**src/rtl/cgmt_pkg.sv**
```systemverilog
package cgmt_pkg;
   localparam int unsigned NUM_CTX = 2;
   localparam int unsigned MAX_PENALTY = 64;
   typedef logic ctx_id_t;

   function automatic ctx_id_t peer_ctx(input ctx_id_t id);
      return ~id;
   endfunction
endpackage

```
**src/rtl/cgmt_wait_track.sv**
```systemverilog
module cgmt_wait_track (
   input  logic clk_i,
   input  logic rst_ni,
   input  logic set_i,
   input  logic clr_i,
   output logic wait_o,
   output logic wait_nxt_o
);
   logic wait_q;

   // completion has priority over a new miss in the same cycle
   assign wait_nxt_o = (wait_q | set_i) & ~clr_i;
   assign wait_o     = wait_q;

   always_ff @(posedge clk_i) begin
      if (!rst_ni) wait_q <= 1'b0;
      else         wait_q <= wait_nxt_o;
   end
endmodule

```
**src/rtl/cgmt_switch_decide.sv**
```systemverilog
module cgmt_switch_decide
   import cgmt_pkg::*;
(
   input  logic                 enable_i,
   input  ctx_id_t              fg_i,
   input  logic [NUM_CTX-1:0]   wait_nxt_i,
   input  logic                 long_acc_i,
   output logic                 switch_o,
   output ctx_id_t              fg_nxt_o
);
   ctx_id_t peer;

   always_comb begin
      peer = peer_ctx(fg_i);
      if (!enable_i) begin
         switch_o = fg_i;
         fg_nxt_o = 1'b0;
      end else begin
         // stalled foreground gives way to a ready peer, or to any peer on a long miss
         switch_o = wait_nxt_i[fg_i] & (~wait_nxt_i[peer] | long_acc_i);
         fg_nxt_o = switch_o ? peer : fg_i;
      end
   end
endmodule

```
**src/rtl/cgmt_penalty_timer.sv**
```systemverilog
module cgmt_penalty_timer #(
   parameter int unsigned PENALTY_CYC = 3,
   localparam int unsigned CNT_W = $clog2(PENALTY_CYC + 1)
) (
   input  logic clk_i,
   input  logic rst_ni,
   input  logic load_i,
   output logic busy_o
);
   logic [CNT_W-1:0] cnt_q;

   always_ff @(posedge clk_i) begin
      if (!rst_ni)               cnt_q <= '0;
      else if (load_i)           cnt_q <= CNT_W'(PENALTY_CYC);
      else if (cnt_q != '0)      cnt_q <= cnt_q - 1'b1;
   end

   assign busy_o = (cnt_q != '0);
endmodule

```
**src/rtl/cgmt_switch_ctrl.sv**
```systemverilog
module cgmt_switch_ctrl
   import cgmt_pkg::*;
#(
   parameter int unsigned PENALTY_CYC = 3
) (
   input  logic               clk_i,
   input  logic               rst_ni,
   input  logic               enable_i,
   input  logic               miss_vld_i,
   input  logic               miss_long_i,
   input  logic [NUM_CTX-1:0] done_i,
   output logic               active_o,
   output logic               flush_o,
   output logic               issue_ok_o,
   output logic [NUM_CTX-1:0] ready_o
);
   if (PENALTY_CYC > MAX_PENALTY) begin : g_bad_penalty
      $error("cgmt_switch_ctrl: PENALTY_CYC above MAX_PENALTY");
   end

   ctx_id_t             fg_q, fg_nxt;
   logic                flush_q;
   logic [NUM_CTX-1:0]  wait_q, wait_nxt;
   logic                pen_busy, miss_acc, sw;

   assign issue_ok_o = ~wait_q[fg_q] & ~pen_busy;
   assign miss_acc   = miss_vld_i & issue_ok_o;

   for (genvar t = 0; t < NUM_CTX; t++) begin : g_ctx
      cgmt_wait_track u_wait (
         .clk_i      (clk_i),
         .rst_ni     (rst_ni),
         .set_i      (miss_acc & (fg_q == 1'(t))),
         .clr_i      (done_i[t]),
         .wait_o     (wait_q[t]),
         .wait_nxt_o (wait_nxt[t])
      );
   end

   cgmt_switch_decide u_decide (
      .enable_i   (enable_i),
      .fg_i       (fg_q),
      .wait_nxt_i (wait_nxt),
      .long_acc_i (miss_acc & miss_long_i),
      .switch_o   (sw),
      .fg_nxt_o   (fg_nxt)
   );

   if (PENALTY_CYC == 0) begin : g_no_pen
      assign pen_busy = 1'b0;
   end else begin : g_pen
      cgmt_penalty_timer #(.PENALTY_CYC(PENALTY_CYC)) u_pen (
         .clk_i  (clk_i),
         .rst_ni (rst_ni),
         .load_i (sw),
         .busy_o (pen_busy)
      );
   end

   always_ff @(posedge clk_i) begin
      if (!rst_ni) begin
         fg_q    <= 1'b0;
         flush_q <= 1'b0;
      end else begin
         fg_q    <= fg_nxt;
         flush_q <= sw;
      end
   end

   assign active_o = fg_q;
   assign flush_o  = flush_q;
   assign ready_o  = ~wait_q;
endmodule

```
**config.mk**
```make
export PLATFORM = sky130hd
export DESIGN_NAME = cgmt_switch_ctrl
export DESIGN_NICKNAME = d
export VERILOG_FILES = /design/src/rtl/cgmt_pkg.sv /design/src/rtl/cgmt_wait_track.sv /design/src/rtl/cgmt_switch_decide.sv /design/src/rtl/cgmt_penalty_timer.sv /design/src/rtl/cgmt_switch_ctrl.sv
export SDC_FILE = /design/constraint.sdc
export NUM_CORES = 1
export LEC_CHECK = 0
export CORE_AREA = 2 2 39 41
export CTS_CLUSTER_DIAMETER = 80
export CTS_CLUSTER_SIZE = 12
export DETAILED_ROUTE_END_ITERATION = 8
export DIE_AREA = 0 0 41 43
export DONT_BUFFER_PORTS = 1
export GPL_TIMING_DRIVEN = 0
export PLACE_DENSITY_LB_ADDON = 0.2
export SLEW_MARGIN = 40
export SYNTH_ARGS = -nofsm -noshare
export SYNTH_HDL_FRONTEND = slang
export SYNTH_SLANG_ARGS = --single-unit
```
**constraint.sdc**
```tcl
create_clock -name clk_i -period 1.9 [get_ports clk_i]
set_input_delay 0.19 -clock clk_i [delete_from_list [all_inputs] [get_ports clk_i]]
set_output_delay 0.19 -clock clk_i [all_outputs]
set_load 0.005 [all_outputs]
```
## After elaboration in Yosys (flattened, before gate mapping)

Cells that the tools add are included.

| word-level totals | value |
|---|---|
| output and inout bits | 5 |
| register bits | 6 |
| logic and storage cells | 38 |
| input port bits | 7 |

| operators by class | value |
|---|---|
| add/subtract/negate cells | 1 |
| multiplexer cells | 9 |
| bitwise operators | 18 |
| magnitude comparators | 2 |
| reductions and logical operators | 3 |

Operator list:

| operator | count |
|---|---|
| $and 1x1->1 | 8 |
| $mux 1 | 7 |
| $not 1->1 | 6 |
| $lt 1x2->1 const B | 2 |
| $mux 2 | 2 |
| $reduce_bool 2->1 | 2 |
| $or 1x1->1 | 3 |
| $not 2->2 | 1 |
| $reduce_and 2->1 | 1 |
| $sub 2x1->2 const B | 1 |

## Depth between registers and ports, before layout

| logic depth | value |
|---|---|
| depth in word-level cells | 15 |
| gate-level depth with buffers | 6 |
| mapped depth without buffers | 6 |

## Hierarchy

Synthesis repeated with hierarchy kept, for this count alone.

| unflattened totals | value |
|---|---|
| cell total of the unflattened synthesis | 39 |
| area, all modules | 346.6 um^2 |

By module, submodules not included:

| module | area each (um^2) | times used | cells an instance | seq. area each (um^2) |
|---|---|---|---|---|
| cgmt_switch_ctrl | 112.6 | 1 | 12 | 40.0 |
| cgmt_penalty_timer | 97.6 | 1 | 10 | 40.0 |
| cgmt_wait_track | 40.0 | 2 | 4 | 20.0 |
| cgmt_switch_decide | 56.3 | 1 | 9 | 0.0 |

## Worst setup path before layout

No wires, ideal clock.

| timing path | value |
|---|---|
| path kind | reg-to-reg |
| from | reg g_pen.u_pen.cnt_q[0] |
| to | reg g_pen.u_pen.cnt_q[0] |
| buffers on the path | 0 |
| library setup time | 125 ps |
| required time | 1,775 ps |
| cell stages (with the launch flop) | 7 |
| setup slack | 447 ps |
| clock period less this slack | 1,453 ps |
| arrival time | 1,328 ps |
| cell sequence | dfxtp_1 -> inv_1 -> ha_1 -> and3_1 -> a221oi_1 -> nand4b_1 -> nand3_1 |

| between the ends | value |
|---|---|
| word-level cells in the longest chain between the ends | 14 |
| elaborated cells on any way between the ends | 23 |

Ends and longest elaborated chain:

| element | RTL line | text |
|---|---|---|
| start: declaration | cgmt_penalty_timer.sv:10 | `logic [CNT_W-1:0] cnt_q;` |
| start signal: assignment | cgmt_penalty_timer.sv:14 | `else if (load_i) cnt_q <= CNT_W'(PENALTY_CYC);` |
| start signal: assignment | cgmt_penalty_timer.sv:15 | `else if (cnt_q != '0) cnt_q <= cnt_q - 1'b1;` |
| $reduce_bool 2->1 | cgmt_penalty_timer.sv:15, cgmt_penalty_timer.sv:18 |  |
| $not 1->1 | cgmt_switch_ctrl.sv:26 | `assign issue_ok_o = ~wait_q[fg_q] & ~pen_busy;` |
| $and 1x1->1 | cgmt_switch_ctrl.sv:26 |  |
| $and 1x1->1 | cgmt_switch_ctrl.sv:27 | `assign miss_acc = miss_vld_i & issue_ok_o;` |
| $and 1x1->1 | cgmt_switch_ctrl.sv:33 | `.set_i (miss_acc & (fg_q == 1'(t))),` |
| $or 1x1->1 | cgmt_wait_track.sv:12 | `assign wait_nxt_o = (wait_q \| set_i) & ~clr_i;` |
| $and 1x1->1 | cgmt_wait_track.sv:12 |  |
| $mux 1 (not written as such) (2 in a row) | cgmt_switch_decide.sv:20 | `switch_o = wait_nxt_i[fg_i] & (~wait_nxt_i[peer] \| long_acc_i);` |
| $not 1->1 | cgmt_switch_decide.sv:20 |  |
| $or 1x1->1 | cgmt_switch_decide.sv:20 |  |
| $and 1x1->1 | cgmt_switch_decide.sv:20 |  |
| $mux 1 | cgmt_switch_decide.sv:15 | `if (!enable_i) begin` |
| $mux 2 or $reduce_bool 2->1 (tied branches) | - |  |

Several ways; a longest one is shown, not always the timed one. The select of a mux whose other input is x is not followed.
A chain may end at the register's enable or synchronous reset.

## Worst setup path in the final report

| timing path | value |
|---|---|
| from | reg g_pen.u_pen.cnt_q[0] |
| to | reg g_pen.u_pen.cnt_q[1] |

Same word-level chain as after synthesis.

==> flow_metrics.py <==
metrics = {
    "outcome": {
        "outcome": "finished clean",
    },
    "hold_path": {
        "min_delay_worst_type": "input pin to flop",
    },
    "critical_path": {
        "worstSetupStartpointType": "flop",
        "end_point_of_the_critical_path": "g_pen.u_pen.cnt_q[1]$_SDFFE_PN0P_",
        "kind_of_capture_point_of_the_worst_setup_path": "flop",
        "crit_path_cell_trace": "inv_1 > ha_1 > and3_1 > a221oi_1 > nand4b_1 > nand3_1",
        "reg2reg_depth": 6,
        "cpMaxStageDelayCell": "dfxtp_1",
        "worstSetupPathType": "flop to flop",
        "arrival_ns": 1.76,
        "reg2reg_setup_slack_ns": 0.26,
        "crit_path_start": "g_pen.u_pen.cnt_q[0]$_SDFFE_PN0P_",
        "r2r-start": "g_pen.u_pen.cnt_q[0]$_SDFFE_PN0P_",
        "timing.rr.end": "g_pen.u_pen.cnt_q[1]$_SDFFE_PN0P_",
        "worstPathRequired_ns": 2.02,
        "worst_path_largest_cell_delay_ns": 0.33,
        "crit_fanout": 7,
    },
    "clocking": {
        "cts_max_level": 1,
        "tritoncts": "done",
        "tritoncts.num_buffers": 3,
        "clk_pin_slew_worst_paths_ns": 0.05,
        "post-cts-setup-buffers": 0,
        "clk_path_buf_depth": 2,
        "post_cts_resized": 0,
        "clock-root-buffer": "clkbuf_4",
        "insertion_delay_ns": 0.24,
        "cts_num_sinks": 6,
        "cts_hold_buffers": 0,
    },
    "global_route": {
        "grt_busiest_layer": "met2",
        "largest_net_degree_at_the_start_of_global_routing": 9,
        "overflow": 0,
        "antenna_violations_before_repair": 0,
        "number_of_global_route_vias_before_repair": 297,
        "grt_pass1_wl_um": 1230,
        "use_met3_pct": 9.95,
        "grt_util_met1_pct": 10.9,
        "gr-usage-all-layers_pct": 10.8,
        "met2_global_route_usage_pct": 16.3,
    },
    "yosys": {
        "synth.ff_latch_count": 6,
        "synth_edf_count": 0,
        "netlist_area_pre_place_um2": 358,
        "yosysSeqAreaShare_pct": 33.6,
        "netlist_instances": 42,
        "post_synth_num_cell_types": 24,
        "synth_top_flop_cell": "dfxtp_1",
        "synth_nets": 50,
        "yosysWarningCount": 0,
        "synthesis.area_per_instance_um2": 8.52,
        "synth_async_sr_flop_share_pct": 0,
        "yosys-top-cells-count": "dfxtp_1 (6), nand2_1 (5), inv_1 (4), o21ai_0 (3)",
        "synth_top_area_cell": "dfxtp_1",
        "synth_most_common_cell": "dfxtp_1",
        "yosysTopAreaCellShare_pct": 33.6,
        "post_synth_main_area_contributors": "dfxtp_1 (34%), nand3b_4 (5.6%), nand2_1 (5.2%), o21ai_0 (4.2%), inv_1 (4.2%)",
    },
    "final_layout": {
        "antenna_cells_inserted": 0,
        "layout-area-overhead-vs-synth_pct": 11.9,
        "design.final.nets": 55,
        "stdcell_count": 61,
        "post_route_cells_drive_above_1_share_pct": 15.6,
    },
    "routing": {
        "final_antenna_net_count": 0,
        "wirelength_um": 731,
        "drt_pre_antenna_iters": 2,
        "post_drt_wl_per_cell_um": 12.0,
        "routed_via_density": 4.84,
        "drt-initial-drc-count": 3,
        "via_count": 295,
        "drcViolationCount": 0,
    },
    "power_and_ir_drop": {
        "total_power_mw": 0.484,
        "reported_leakage_power_nw": 0.162,
        "max_ir_drop_vdd_v": 0.000372,
        "cellPowerDensity_nw_per_um2": 1210,
    },
    "timing": {
        "post-route-min-period_ns": 1.64,
        "worst_clock_skew_ns": 0.00243,
        "finalHoldViolCount": 0,
        "finalCritPeriodShare_pct": 86.5,
        "final_max_slew_viol_count": 0,
        "fmaxAchievable_mhz": 609,
        "worst_slew_margin_rel_pct": 78.6,
        "fin_tns_setup_ns": 0,
        "setup_viol": 0,
        "worst_slew_pin_slew_ns": 0.321,
        "rsz_0062_raised_after_global_routing": "false",
    },
    "placement": {
        "portBuffers": 0,
        "gpl.final_weighted_congestion": 0.719,
        "place_hpwl_um": 595,
        "placed_cells": 58,
    },
    "floorplanning": {
        "placeableCoreArea_um2": 1380,
        "fp.dieH_um": 43,
        "initial_utilization_pct": 25.9,
        "chipWidth_um": 41,
        "full_die_area_um2": 1760,
        "num_rows": 14,
        "boundaryPins": 12,
    },
    "flow_run": {
        "drv.max_cap_violation_count": 0,
    },
}
## flip-flops by register name, summed over array words and instances, names as in the netlist
name,cells
active_o,1
flush_o,1
g_ctx.u_wait.wait_o,2
g_pen.u_pen.cnt_q,2
## cell type report
cell class	instances	area, µm²
clock buffers	3	22.5
well taps	16	20.0
flip-flops and latches	6	120
multi-input cells	31	211
inverters	4	15.0
fillers	167	983
plain buffers	1	11.3
## metal layers
metal,vias up,part of all wire (%)
met4,0,0
met1,135,42
met3,0,6.6
met5,-,0
met2,5,52
li1,155,-
## cells by family (layout without fill, tap and decap cells)
logic type      count (synthesis)  in the layout  synth area share, %
mux                             1              1                 2.80
fa+ha+maj                       1              1                 3.50
flops                           6              6                 33.6
compound gates                 10             10                 17.8
simple gates                   18             18                 32.5
xor+xnor                        1              1                 2.45
buf+inv                         5              8                 7.34
## where the power goes
part	internal (mW)	switching [mW]	total [mW]
Sequential	0.154	0.0148	0.168
Clock	0.0714	0.0456	0.117
Combinational	0.0967	0.102	0.198
## worst min path at each step
| stage | slack, ns | end | startpoint | depth (start not counted) |
|---|---|---|---|---|
| 2_1_floorplan | 0.31 | active_o$_SDFFE_PN0P_ | enable_i | 2 |
| 3_3_place_gp | 0.32 | g_ctx[1].u_wait.wait_o$_SDFF_PN0_ | rst_ni | 1 |
| 3_5_place_dp | 0.32 | g_ctx[0].u_wait.wait_o$_SDFF_PN0_ | rst_ni | 1 |
| 4_1_cts | 0.06 | active_o$_SDFFE_PN0P_ | enable_i | 2 |
| 5_1_grt | 0.06 | g_ctx[1].u_wait.wait_o$_SDFF_PN0_ | rst_ni | 1 |
| 6_report | 0.06 | active_o$_SDFFE_PN0P_ | enable_i | 2 |
## critical path, delay by kind of cell (launching register included)
family / cells / cell delay (ns)
AND/OR/NAND/NOR: 3 / 0.54
flip-flops: 1 / 0.33
AO/OA/AOI/OAI: 1 / 0.32
adder cells (fa/ha/maj): 1 / 0.29
buffers and inverters: 1 / 0.05
## placed cells by master, fill, tap and decap left out, types with 2 or more instances in the layout
cell type,instances
inv_1,4
nand2_1,5
o21ai_0,3
and2_1,2
nand3b_1,2
nand3_1,2
clkbuf_4,3
a21oi_1,2
dfxtp_1,6
## stage by stage
stage	instance area, µm²	utilization, %	setup WS, ns	hold WS (ns)
global route	400	28.9	0.122	0.0577
floorplan	358	-	0.447	0.306
global placement	378	27.3	0.224	0.315
detailed placement	378	27.3	0.255	0.316
finish	400	28.9	0.257	0.0644
CTS	400	28.9	0.233	0.0596
No activity file was read; power rests on OpenSTA's default activity.
